==> config.mk <==
export PLATFORM = sky130hd
export DESIGN_NAME = sar_adc_ctrl
export DESIGN_NICKNAME = d
export VERILOG_FILES = /design/src/rtl/sar_pkg.sv /design/src/rtl/sar_prescaler.sv /design/src/rtl/sar_engine.sv /design/src/rtl/sar_regfile.sv /design/src/rtl/sar_adc_ctrl.sv
export SDC_FILE = /design/constraint.sdc
export NUM_CORES = 1
export LEC_CHECK = 0
export BUFFER_PORTS_ARGS = -buffer_cell sky130_fd_sc_hd__buf_2
export CELL_PAD_IN_SITES_DETAIL_PLACEMENT = 1
export CELL_PAD_IN_SITES_GLOBAL_PLACEMENT = 1
export CORE_ASPECT_RATIO = 0.7
export CORE_MARGIN = 5
export CORE_UTILIZATION = 41
export DETAILED_ROUTE_END_ITERATION = 8
export PLACE_DENSITY_LB_ADDON = 0.12
export SLEW_MARGIN = 20
export SYNTH_ARGS = -nofsm -noshare
export SYNTH_HDL_FRONTEND = slang
export SYNTH_SLANG_ARGS = --single-unit
export TNS_END_PERCENT = 10
==> constraint.sdc <==
create_clock -name clk -period 2.07 [get_ports clk]
set_input_delay 0.3105 -clock clk [delete_from_list [all_inputs] [get_ports clk]]
set_output_delay 0.3105 -clock clk [all_outputs]
set_load 0.1 [all_outputs]
==> src/rtl/sar_pkg.sv <==
// Shared definitions for the successive-approximation controller.
// Assumes: register addresses are two bits wide.
package sar_pkg;
    typedef enum logic [1:0] {
        ST_IDLE   = 2'd0,
        ST_SAMPLE = 2'd1,
        ST_STEP   = 2'd2
    } sar_state_t;

    localparam logic [1:0] ADDR_CTRL  = 2'd0;
    localparam logic [1:0] ADDR_SEL   = 2'd1;
    localparam logic [1:0] ADDR_RESLO = 2'd2;
    localparam logic [1:0] ADDR_RESHI = 2'd3;

    // Bit positions inside the control register
    localparam int CTRL_EN   = 7;
    localparam int CTRL_GO   = 6;
    localparam int CTRL_FLAG = 4;
    localparam int CTRL_IE   = 3;
    // Bit position of the alignment option inside the selection register
    localparam int SEL_LEFT  = 6;
endpackage

==> src/rtl/sar_prescaler.sv <==
// Step-tick generator: emits a one-cycle tick every DIV cycles while run is high.
// Assumes: DIV >= 2. The counter is held at zero while idle, so it does not toggle.
module sar_prescaler #(
    parameter int DIV = 4
) (
    input  logic clk,
    input  logic rst_n,
    input  logic run,
    output logic tick
);
    localparam int CW = (DIV > 1) ? $clog2(DIV) : 1;
    localparam logic [CW-1:0] LAST = CW'(DIV - 1);

    logic [CW-1:0] cnt;

    // Tick on the last count of each period
    always_comb tick = run && (cnt == LAST);

    // Count while running, wrap on the tick, clear while idle
    always_ff @(posedge clk) begin
        if (!rst_n || !run) cnt <= '0;
        else if (tick)      cnt <= '0;
        else                cnt <= cnt + CW'(1);
    end

    // a tick is never followed straight away by another one
    a_r4_tick_spacing: assert property (@(posedge clk) disable iff (!rst_n)
        tick |=> !tick);
endmodule

==> src/rtl/sar_engine.sv <==
// Successive-approximation sequencer: a sample phase, then one trial per bit from MSB to LSB.
// Assumes: cmp_in is settled at every tick edge. A low enable aborts at once.
// start is a one-cycle request that is only asserted while enable is high.
module sar_engine
    import sar_pkg::*;
#(
    parameter int NBITS = 10
) (
    input  logic             clk,
    input  logic             rst_n,
    input  logic             enable,
    input  logic             start,
    input  logic             tick,
    input  logic             cmp_in,
    output logic             busy,
    output logic             sample_hold,
    output logic [NBITS-1:0] dac_code,
    output logic             done,
    output logic [NBITS-1:0] result
);
    localparam int IW = $clog2(NBITS);
    localparam logic [IW-1:0] TOP_IDX = IW'(NBITS - 1);

    sar_state_t       state;
    logic [IW-1:0]    idx;
    logic [NBITS-1:0] acc;
    logic [NBITS-1:0] trial;
    logic [NBITS-1:0] decided;

    // Trial bit for the current step, and the accumulator after this step's decision
    always_comb begin
        trial   = NBITS'(1) << idx;
        decided = cmp_in ? (acc | trial) : acc;
    end

    // Outputs decoded from the sequencer state
    always_comb begin
        busy        = (state != ST_IDLE);
        sample_hold = (state == ST_SAMPLE);
        dac_code    = (state == ST_STEP) ? (acc | trial) : '0;
        done        = (state == ST_STEP) && tick && (idx == '0);
    end

    // Sequencer: idle, sample, then step through the bits
    always_ff @(posedge clk) begin
        if (!rst_n) begin
            state  <= ST_IDLE;
            idx    <= '0;
            acc    <= '0;
            result <= '0;
        end else if (!enable) begin
            state <= ST_IDLE;
            idx   <= '0;
            acc   <= '0;
        end else begin
            case (state)
                ST_IDLE: if (start) begin
                    state <= ST_SAMPLE;
                    acc   <= '0;
                end
                ST_SAMPLE: if (tick) begin
                    state <= ST_STEP;
                    idx   <= TOP_IDX;
                end
                ST_STEP: if (tick) begin
                    acc <= decided;
                    if (idx == '0) begin
                        state  <= ST_IDLE;
                        result <= decided;
                    end else begin
                        idx <= idx - IW'(1);
                    end
                end
                default: state <= ST_IDLE;
            endcase
        end
    end

    // a low enable leaves the sequencer idle on the next cycle
    a_r10_idle_when_off: assert property (@(posedge clk) disable iff (!rst_n)
        !enable |=> (state == ST_IDLE));
    // the first trial after sampling is the MSB alone
    a_r3_msb_first: assert property (@(posedge clk) disable iff (!rst_n)
        (enable && state == ST_SAMPLE && tick) |=> (dac_code == (NBITS'(1) << (NBITS - 1))));
    // the result only changes on the completing step
    a_r11_result_atomic: assert property (@(posedge clk) disable iff (!rst_n)
        !done |=> $stable(result));
endmodule

==> src/rtl/sar_regfile.sv <==
// Byte-wide register file: control, selection and the two result bytes, plus the analog select latches.
// Assumes: at most one write per cycle. result changes only on done.
module sar_regfile
    import sar_pkg::*;
#(
    parameter int NBITS = 10
) (
    input  logic             clk,
    input  logic             rst_n,
    input  logic [1:0]       reg_addr,
    input  logic             reg_wr,
    input  logic [7:0]       reg_wdata,
    output logic [7:0]       reg_rdata,
    input  logic             busy,
    input  logic             done,
    input  logic [NBITS-1:0] result,
    output logic             en_d,
    output logic             start_o,
    output logic             en_q,
    output logic [3:0]       ana_chan,
    output logic [1:0]       ana_ref,
    output logic             irq
);
    localparam int PAD = 16 - NBITS;

    logic       ie_q, flag_q, left_q;
    logic [3:0] chan_q;
    logic [1:0] ref_q;
    logic       wr_ctrl, wr_sel;
    logic [15:0] aligned;

    // Write decode, next enable value and start request
    always_comb begin
        wr_ctrl = reg_wr && (reg_addr == ADDR_CTRL);
        wr_sel  = reg_wr && (reg_addr == ADDR_SEL);
        en_d    = wr_ctrl ? reg_wdata[CTRL_EN] : en_q;
        start_o = wr_ctrl && reg_wdata[CTRL_GO] && reg_wdata[CTRL_EN] && !busy;
    end

    // Control bits and completion flag (set wins over a write-one clear)
    always_ff @(posedge clk) begin
        if (!rst_n) begin
            en_q   <= 1'b0;
            ie_q   <= 1'b0;
            flag_q <= 1'b0;
        end else begin
            en_q <= en_d;
            if (wr_ctrl) ie_q <= reg_wdata[CTRL_IE];
            if (done)                                 flag_q <= 1'b1;
            else if (wr_ctrl && reg_wdata[CTRL_FLAG]) flag_q <= 1'b0;
        end
    end

    // Selection fields as written by software
    always_ff @(posedge clk) begin
        if (!rst_n) begin
            chan_q <= '0;
            ref_q  <= '0;
            left_q <= 1'b0;
        end else if (wr_sel) begin
            chan_q <= reg_wdata[3:0];
            ref_q  <= reg_wdata[5:4];
            left_q <= reg_wdata[SEL_LEFT];
        end
    end

    // Selections reach the analog side only while enabled
    always_ff @(posedge clk) begin
        if (!rst_n) begin
            ana_chan <= '0;
            ana_ref  <= '0;
        end else if (en_q) begin
            ana_chan <= chan_q;
            ana_ref  <= ref_q;
        end
    end

    // Result alignment across the two bytes
    always_comb begin
        if (left_q) aligned = {result, {PAD{1'b0}}};
        else        aligned = {{PAD{1'b0}}, result};
    end

    // Read multiplexer
    always_comb begin
        case (reg_addr)
            ADDR_CTRL:  reg_rdata = {en_q, busy, 1'b0, flag_q, ie_q, 3'b000};
            ADDR_SEL:   reg_rdata = {1'b0, left_q, ref_q, chan_q};
            ADDR_RESLO: reg_rdata = aligned[7:0];
            default:    reg_rdata = aligned[15:8];
        endcase
    end

    always_comb irq = flag_q && ie_q;

    // a completed conversion leaves the flag set
    a_r5_flag_set: assert property (@(posedge clk) disable iff (!rst_n)
        done |=> flag_q);
    // applied selections hold while disabled
    a_r9_sel_hold: assert property (@(posedge clk) disable iff (!rst_n)
        !en_q |=> ($stable(ana_chan) && $stable(ana_ref)));
    // no start request can leave while the next enable is low
    a_r6_no_start_off: assert property (@(posedge clk) disable iff (!rst_n)
        !en_d |-> !start_o);
endmodule

==> src/rtl/sar_adc_ctrl.sv <==
// Top of the successive-approximation controller: register file, prescaler and sequencer.
// Assumes: the external comparator is settled within one step period. STEP_DIV >= 2.
module sar_adc_ctrl #(
    parameter int NBITS    = 10,
    parameter int STEP_DIV = 4
) (
    input  logic             clk,
    input  logic             rst_n,
    input  logic [1:0]       reg_addr,
    input  logic             reg_wr,
    input  logic [7:0]       reg_wdata,
    output logic [7:0]       reg_rdata,
    input  logic             cmp_in,
    output logic [NBITS-1:0] dac_code,
    output logic             sample_hold,
    output logic             ana_en,
    output logic [3:0]       ana_chan,
    output logic [1:0]       ana_ref,
    output logic             irq
);
    logic             en_d, en_q, start, busy, tick, done;
    logic [NBITS-1:0] result;

    sar_regfile #(.NBITS(NBITS)) u_regs (
        .clk(clk), .rst_n(rst_n),
        .reg_addr(reg_addr), .reg_wr(reg_wr), .reg_wdata(reg_wdata), .reg_rdata(reg_rdata),
        .busy(busy), .done(done), .result(result),
        .en_d(en_d), .start_o(start), .en_q(en_q),
        .ana_chan(ana_chan), .ana_ref(ana_ref), .irq(irq)
    );

    sar_prescaler #(.DIV(STEP_DIV)) u_presc (
        .clk(clk), .rst_n(rst_n), .run(busy), .tick(tick)
    );

    sar_engine #(.NBITS(NBITS)) u_engine (
        .clk(clk), .rst_n(rst_n), .enable(en_d), .start(start), .tick(tick),
        .cmp_in(cmp_in), .busy(busy), .sample_hold(sample_hold),
        .dac_code(dac_code), .done(done), .result(result)
    );

    always_comb ana_en = en_q;

    // with the analog side powered down, nothing drives the DAC or samples
    a_r10_quiet_off: assert property (@(posedge clk) disable iff (!rst_n)
        !ana_en |-> (dac_code == '0 && !sample_hold));
endmodule

== Yosys cells after proc, flatten, opt, wreduce, memory -nomap -nowiden ==
Cells that the tools add are included.
W data, S select, Z words.

* $add $sub $neg: 2
* Equality and inequality tests: 10
* Shift operators: 1
* Multiplexer cells: 19
* Bitwise operators: 1
* Reductions and logical operators: 26

{| class="wikitable"
|+ Operators with widths
! kind !! number
|-
| $mux W10 || 4
|-
| $pmux W8 S3 || 1
|-
| $pmux W10 S2 || 1
|-
| $mux W16 || 1
|-
| $mux W4 || 3
|-
| $reduce_and A4 Y1 || 3
|-
| $logic_and A1 B1 Y1 || 10
|-
| $or A10 B10 Y10 || 1
|-
| $shl A1 B4 Y10 const A || 1
|-
| $mux W2 || 4
|-
| $pmux W4 S2 || 1
|-
| $reduce_bool A2 Y1 || 4
|-
| $eq A2 B2 Y1 const B || 3
|-
| $ne A2 B2 Y1 const B || 3
|-
| $pmux W2 S3 || 1
|-
| $eq A2 B1 Y1 const B || 2
|-
| $logic_not A2 Y1 || 2
|-
| $logic_not A4 Y1 || 1
|-
| $ne A2 B1 Y1 const B || 2
|-
| $sub A4 B1 Y4 const B || 1
|-
| $mux W1 || 3
|-
| $reduce_and A3 Y1 || 1
|-
| $add A2 B1 Y2 const B || 1
|-
| $logic_not A1 Y1 || 2
|-
| 3 further kinds || 3
|}

* Bits in registers: 44

== Depth between registers and ports, before layout ==
Gate-level depths: netlist of the first run.

* Depth after elaboration: 7
* Depth in mapped cells: 7
* Depth with buffers taken out: 6

== Hierarchy ==
From an unflattened synthesis of the first run, not the netlist that was laid out.

* Cell total of the unflattened synthesis: 260
* Area, all modules: 2,384.8 sq um

{| class="wikitable"
|+ By module, submodules not included
! module !! instances !! cells an instance !! area an instance (sq um) !! seq. area each (sq um)
|-
| sar_engine || 1 || 152 || 1,380.1 || 520.5
|-
| sar_regfile || 1 || 102 || 920.9 || 320.3
|-
| sar_prescaler || 1 || 6 || 83.8 || 40.0
|}

== Worst setup path before layout of the first run ==
OpenSTA, ideal clock, no wires.

* Kind: input to output
* Start: in reg_addr[0]
* End: out reg_rdata[6]
* Data arrival time: 3.051 ns
* Required time: 1.760 ns
* Slack: -1.292 ns
* Cell stages on the path: 4
* Path buffers: 2
* Cells stage by stage: buf_4 > clkbuf_1 > nor4_1 > a221oi_1

* Word-level cells in the longest chain between the ends: 2

{| class="wikitable"
|+ Ends and longest elaborated chain
! what !! line !! source
|-
| start, declared || sar_adc_ctrl.sv:9 || <nowiki>input logic [1:0] reg_addr,</nowiki>
|-
| $eq A2 B2 Y1 (tied with other cells) || sar_regfile.sv:86 || <nowiki>case (reg_addr)</nowiki>
|-
| $pmux W8 S3 * || sar_regfile.sv:86 ||
|-
| end, declared || sar_adc_ctrl.sv:12 || <nowiki>output logic [7:0] reg_rdata,</nowiki>
|}

Mark *: on every way between the ends. The rest lies on a longest branch, timed or not.

== Worst setup path in the final report of the first run ==
* Start: reg u_engine.idx[1]
* End: out dac_code[0]

* Word-level cells in the longest chain between the ends: 3

{| class="wikitable"
|+ Ends and longest elaborated chain
! what !! line !! source
|-
| start, declared || sar_engine.sv:25 || <nowiki>logic [IW-1:0] idx;</nowiki>
|-
| start signal, assigned || sar_engine.sv:71 || <nowiki>idx <= idx - IW'(1);</nowiki>
|-
| $shl A1 B4 Y10 || sar_engine.sv:32 || <nowiki>trial = NBITS'(1) << idx;</nowiki>
|-
| $or A10 B10 Y10 || sar_engine.sv:40 || <nowiki>dac_code = (state == ST_STEP) ? (acc | trial) : '0;</nowiki>
|-
| $mux W10 || sar_engine.sv:40 ||
|-
| end, declared || sar_adc_ctrl.sv:14 || <nowiki>output logic [NBITS-1:0] dac_code,</nowiki>
|}

Every way passes these cells.

==> results.py, run 1 <==
metrics = {
    "sta": {
        "slew_headroom_pct": 66.3,
        "finalClockSkew_ns": 0.00798,
        "rsz0062_at_grt": "true",
        "final_hold_viol_count": 0,
        "slew_viol_final": 0,
        "setup_slack_ns": 0.0720,
        "setup_viol": 0,
        "fmax_ghz": 0.500,
        "finalCriticalPeriod_ns": 2.00,
        "worst_pin_slew_ns": 0.505,
        "timing.final.crit_share_pct": 96.5,
    },
    "synth": {
        "synth_area_leader_cell": "dfxtp_1",
        "synthDominantCellAreaShare_pct": 37.7,
        "syn_inst": 275,
        "syn-cell-area_sq_um": 2330,
        "yosysWarnings": 0,
        "synthArstFlopShare_pct": 0,
        "synth-seq-cells": 44,
        "synthTopCellsByArea": "dfxtp_1 38%, a21oi_1 7.7%, nor2_1 5.9%",
        "synth_commonest_cells": "44 x dfxtp_1, 37 x nor2_1, 36 x a21oi_1",
        "synthDistinctLibCells": 45,
        "avgSynthCellArea_sq_um": 8.49,
        "synthMostInstantiatedCell": "dfxtp_1",
        "synth_edf_count": 0,
        "synth_ff_type": "dfxtp_1",
        "yosysSeqAreaShare_pct": 37.7,
        "syn-num-nets": 295,
    },
    "worst_hold_path": {
        "hold_path_class": "in -> reg",
    },
    "finish": {
        "n_antenna_cell": 0,
        "regArea_sq_um": 885,
        "fin_nets": 340,
        "fin_area_sq_um": 3020,
        "post-route-util_pct": 53.8,
        "synthToLayoutAreaGrowth_pct": 29.4,
        "multi_input_area_sq_um": 1320,
        "fillerInstances": 685,
        "layout-drive-gt1-share_pct": 29.6,
        "layout.cells.non_filler": 396,
    },
    "power": {
        "p_leak_nw": 1.09,
        "finalPower_w": 0.00170,
        "irDropWorstVdd_mv": 0.272,
        "powerDensity_nw_per_um2": 563,
    },
    "job": {
        "maxCapViolCount": 0,
    },
    "place": {
        "gp_congestion": 0.869,
        "dp_hpwl_um": 5120,
        "post-place-ws_ns": 0.0117,
        "placed_area_sq_um": 2880,
        "port_buffers": 40,
        "place_inst": 387,
    },
    "floorplanning": {
        "die-area_sq_um": 7330,
        "num_rows": 23,
        "start_util_pct": 41.6,
        "die_h_um": 73.1,
        "core_area_sq_um": 5610,
        "io_pins": 41,
        "die_w_um": 100,
    },
    "grt": {
        "grt_pass1_wl_um": 11100,
        "grt_pass1_vias": 2120,
        "grtUsageTotal_pct": 19.5,
        "grt_max_degree": 28,
        "gr-total-overflow": 0,
        "antenna_found_initial": 0,
    },
    "critical_path": {
        "worstPathRequired_ns": 1.76,
        "path_buf_inv": 2,
        "end_kind": "primary output",
        "slowest_stage": "dfxtp_1",
        "cp_top_family": "simple AND/OR/NAND/NOR gates",
        "slowest_delay_ns": 0.36,
        "worstPathArrival_ns": 1.69,
        "critical_path_class": "reg -> out",
        "cp_max_fo": 5,
        "ff2ff_setup_slack_ns": 0.24,
        "crit_chain": "inv_1, ha_2, nor3b_4, nor2_1, nor2_2, buf_12",
        "critical_path.startpoint_type": "flip-flop",
    },
    "detailed_routing": {
        "dr.pass1.iters": 4,
        "final_antenna_net_count": 0,
        "via_count": 2213,
        "drt_wl_total_um": 6860,
        "routed_via_density": 5.59,
        "drc": 0,
        "drtIter0Drc": 149,
        "post_drt_wl_per_cell_um": 17.3,
    },
    "clock_network": {
        "cts_made_buffers": 5,
        "cts_root_buf": "clkbuf_8",
        "insertion_delay_ns": 0.31,
        "h-tree-depth": 2,
        "cts_sinks": 44,
        "cts.reportedPaths.clkPinSlew_ns": 0.09,
        "holdBufCountCts": 0,
        "clk_path_buf_depth": 2,
        "cts_tree": "built",
    },
    "status": {
        "status": "complete, no violations",
    },
}
==> cell type report <==
cell class / instances / area share (%)
Clock inverter: 2 / 1.16
Timing Repair Buffer: 58 / 19.3
Clock buffer: 6 / 2.40
Tap cell: 75 / 3.11
Sequential cell: 44 / 29.3
Inverter: 9 / 1.12
Multi-Input combinational cell: 202 / 43.6
==> stage by stage <==
stage                TNS, ns  hold slack [ns]
CTS                 -0.00451            0.252
floorplan              -5.47            0.408
detailed placement         0            0.466
global route         -0.0484            0.260
global placement           0            0.424
finish                     0            0.256
==> tightest hold or removal path: stages <==
cell,delay (ns)
buf_2,0.10
nand3_1,0.06
a21oi_1,0.05
==> repair_timing <==
item	in CTS	in global routing
setup endpoints to repair	9	16
setup buffers	0	1
resized for setup	7	6
==> worst paths after layout <==
| check | from | to | depth (start not counted) |
|---|---|---|---|
| max | u_engine.idx[1] | dac_code[0] | 6 |
| min | reg_wdata[2] | u_regs.chan_q[2] | 3 |
| max reg2reg | u_engine.idx[1] | u_engine.result[0] | 6 |
| min reg2reg | u_regs.chan_q[2] | u_regs.chan_q[2] | 2 |
==> layout by cell type, fill, tap and decap left out, drive strengths merged, types with 7 or more instances in the layout <==
master / n
a31oi: 11
nand2: 19
nand3: 11
inv: 8
dfxtp: 44
nor2b: 7
a211oi: 11
mux2i: 10
nor2: 38
buf: 58
a21oi: 36
==> report_power, final <==
group | total (W) | switching (W) | internal, W
logic | 0.000169 | 0.000113 | 0.0000558
clock network | 0.000675 | 0.000316 | 0.000359
registers | 0.000858 | 0.00000599 | 0.000852
==> cells by family (layout without fill, tap and decap cells) <==
| family | Yosys count | in the layout | synth area share (%) |
|---|---|---|---|
| mux | 13 | 13 | 5.89 |
| flops | 44 | 44 | 37.7 |
| compound gates | 86 | 86 | 25.3 |
| fa+ha+maj | 6 | 6 | 3.22 |
| buf+inv | 29 | 75 | 6.91 |
| simple gates | 97 | 97 | 21.0 |
==> layer usage <==
metal,global-route usage [%],part of all wire (%),vias to the layer above
li1,-,-,1073
met1,29.2,52,1089
met2,28.6,42,43
met3,3.44,4.7,8
met4,5.38,1.0,0
met5,0,0,-
==> registers in the layout, indices dropped and copies added, names as in the netlist <==
signal and cells:
u_regs.left_q 1, u_regs.ref_q 2, u_regs.ana_chan 4, u_presc.cnt 2, u_regs.chan_q 4, u_engine.idx 4, u_engine.acc 10, u_regs.en_q 1
u_regs.ana_ref 2, u_regs.ie_q 1, u_regs.flag_q 1, u_engine.state 2, u_engine.result 10
(Power assumes the default switching activity.)
==> inputs of run 2 (changes only) <==
--- a/config.mk
+++ b/config.mk
@@ -12,6 +12,7 @@
 export CORE_MARGIN = 5
 export CORE_UTILIZATION = 41
 export DETAILED_ROUTE_END_ITERATION = 8
+export GPL_TIMING_DRIVEN = 0
 export PLACE_DENSITY_LB_ADDON = 0.12
 export SLEW_MARGIN = 20
 export SYNTH_ARGS = -nofsm -noshare
==> results.py, run 2 (synthesis gave the netlist of run 1 again) <==
metrics = {
    "sta": {
        "fmax_ghz": 0.490,
        "setup_viol": 0,
        "finalClockSkew_ns": 0.00723,
        "finalCriticalPeriod_ns": 2.04,
        "final_hold_viol_count": 0,
        "timing.final.crit_share_pct": 98.6,
        "slew_headroom_pct": 58.2,
        "worst_pin_slew_ns": 0.628,
        "slew_viol_final": 0,
        "holdWs_ns": 0.264,
        "final.setup.tns_ns": 0,
        "rsz0062_at_grt": "false",
    },
    "status": {
        "status": "complete, no violations",
    },
    "grt": {
        "grt_pass1_wl_um": 11200,
        "antenna_found_initial": 0,
        "gr-total-overflow": 0,
        "grt_max_degree": 13,
        "grtUsageTotal_pct": 19.2,
        "grt_pass1_vias": 2120,
    },
    "critical_path": {
        "worstPathArrival_ns": 1.73,
        "end_kind": "primary output",
        "critical_path_class": "in -> out",
        "reg2reg_from": "u_engine.idx[0]",
        "reg2reg_depth": 7,
        "worstPathRequired_ns": 1.76,
        "cp_max_fo": 10,
        "critical_path.startpoint_type": "input pin",
        "ff2ff_setup_slack_ns": 0.25,
        "r2r_end": "u_engine.result[9]",
    },
    "clock_network": {
        "cts_root_buf": "clkbuf_8",
        "holdBufCountCts": 0,
        "cts_sinks": 44,
        "insertion_delay_ns": 0.29,
        "cts.reportedPaths.clkPinSlew_ns": 0.09,
        "cts_tree": "built",
        "h-tree-depth": 2,
        "cts_made_buffers": 5,
        "clk_path_buf_depth": 2,
    },
    "finish": {
        "fin_area_sq_um": 2780,
        "fin_nets": 339,
        "final_cell_mix": "44 x dfxtp_1, 36 x nor2_1, 35 x a21oi_1",
        "post-route-util_pct": 49.5,
        "layout.cells.non_filler": 394,
        "synthToLayoutAreaGrowth_pct": 18.9,
        "reg.largest.list": "u_engine.acc x10, u_engine.result x10",
        "layout_commonest_cell": "dfxtp_1",
        "layout-drive-gt1-share_pct": 25.7,
        "n_antenna_cell": 0,
    },
    "worst_hold_path": {
        "worstHoldStart": "reg_wdata[1]",
        "hold_depth": 3,
        "hold_path_class": "in -> reg",
        "worstHoldEndpoint": "u_regs.chan_q[1]",
    },
    "power": {
        "pwr-share-comb_pct": 10.1,
        "irDropWorstVdd_mv": 0.287,
        "seqPwrFrac_pct": 55.9,
        "power_switching_w": 0.000407,
        "powerDensity_nw_per_um2": 552,
        "clkPwrFrac_pct": 34.0,
        "switching_share_pct": 26.6,
        "p_leak_nw": 1.01,
        "internal_power_w": 0.00112,
    },
    "place": {
        "place_inst": 387,
        "gp_congestion": 0.829,
        "port_buffers": 37,
        "dp_hpwl_um": 5190,
        "placed_area_sq_um": 2620,
    },
    "floorplanning": {
        "num_rows": 23,
        "io_pins": 41,
        "die_h_um": 73.1,
        "start_util_pct": 41.6,
        "core_area_sq_um": 5610,
        "die-area_sq_um": 7330,
        "die_w_um": 100,
    },
    "detailed_routing": {
        "drtIter0Drc": 128,
        "via_count": 2177,
        "dr.pass1.iters": 4,
        "final_antenna_net_count": 0,
        "post_drt_wl_per_cell_um": 17.2,
        "drt_wl_total_um": 6790,
        "drc": 0,
        "routed_via_density": 5.53,
    },
    "job": {
        "maxCapViolCount": 0,
    },
}
## run 2: cell types whose count changed in the layout (fill, tap and decap cells not counted), moves of 3 or more
cell / change
buf_12: -16
buf_4: -5
buf_6: +6
clkbuf_1: +7
clkbuf_4: +3
dfxtp_1: +3
dfxtp_2: -3
## run 2: worst max-delay path by stage
stage	cells after the start	end	from	slack (ns)
floorplan	4	reg_rdata[4]	reg_addr[1]	-0.57
global placement	6	dac_code[0]	u_engine.idx[0]	-0.06
detailed placement	6	dac_code[0]	u_engine.idx[0]	-0.06
CTS	6	dac_code[0]	u_engine.idx[0]	-0.04
global route	4	dac_code[1]	u_engine.idx[3]	0.001
finish	5	reg_rdata[1]	reg_addr[0]	0.03
## run 2: worst max-delay path, cell delays in order
cell      delay, ns
buf_4          0.16
nor2b_1        0.19
clkbuf_1       0.42
a22o_1         0.22
buf_2          0.42
## run 2: stage by stage
step / total power [W] / setup slack, ns
after floorplan: 0.000988 / -0.573
after global placement: 0.00103 / -0.0635
after detailed placement: 0.00103 / -0.0635
after CTS: 0.00154 / -0.0388
after global routing: 0.00160 / 0.00118
final: 0.00153 / 0.0286
## run 2: power by group through the flow
stage	clock network, W	registers, W	logic, W
2_1_floorplan	0	0.000883	0.000105
3_3_place_gp	0	0.000876	0.000149
3_5_place_dp	0	0.000876	0.000152
4_1_cts	0.000535	0.000856	0.000153
5_1_grt	0.000577	0.000857	0.000165
6_report	0.000521	0.000856	0.000155
## run 2: per-layer routing
metal | global-route usage, % | vias to the layer above | part of all wire (%) | wire length (um)
met1 | 30.3 | 1071 | 52 | 3550
met2 | 27.5 | 36 | 43 | 2900
li1 | - | 1068 | - | -
met4 | 2.84 | 0 | 0.35 | 24
met3 | 3.34 | 2 | 4.7 | 317
met5 | 0 | - | 0 | 0
## run 2: timing repair
action | CTS | global route
setup endpoints to repair | 18 | 15
setup buffers | 0 | 1
resized for setup | 19 | 7
## run 2: area by class of cell
| class | instances | area, sq um |
|---|---|---|
| buffer | 19 | 126 |
| clock buffer | 6 | 72.6 |
| clock inverter | 1 | 5.00 |
| fill | 691 | 2840 |
| inverter | 9 | 33.8 |
| multi-input combinational | 202 | 1330 |
| sequential | 44 | 881 |
| tap | 75 | 93.8 |
| timing repair buffer | 38 | 236 |
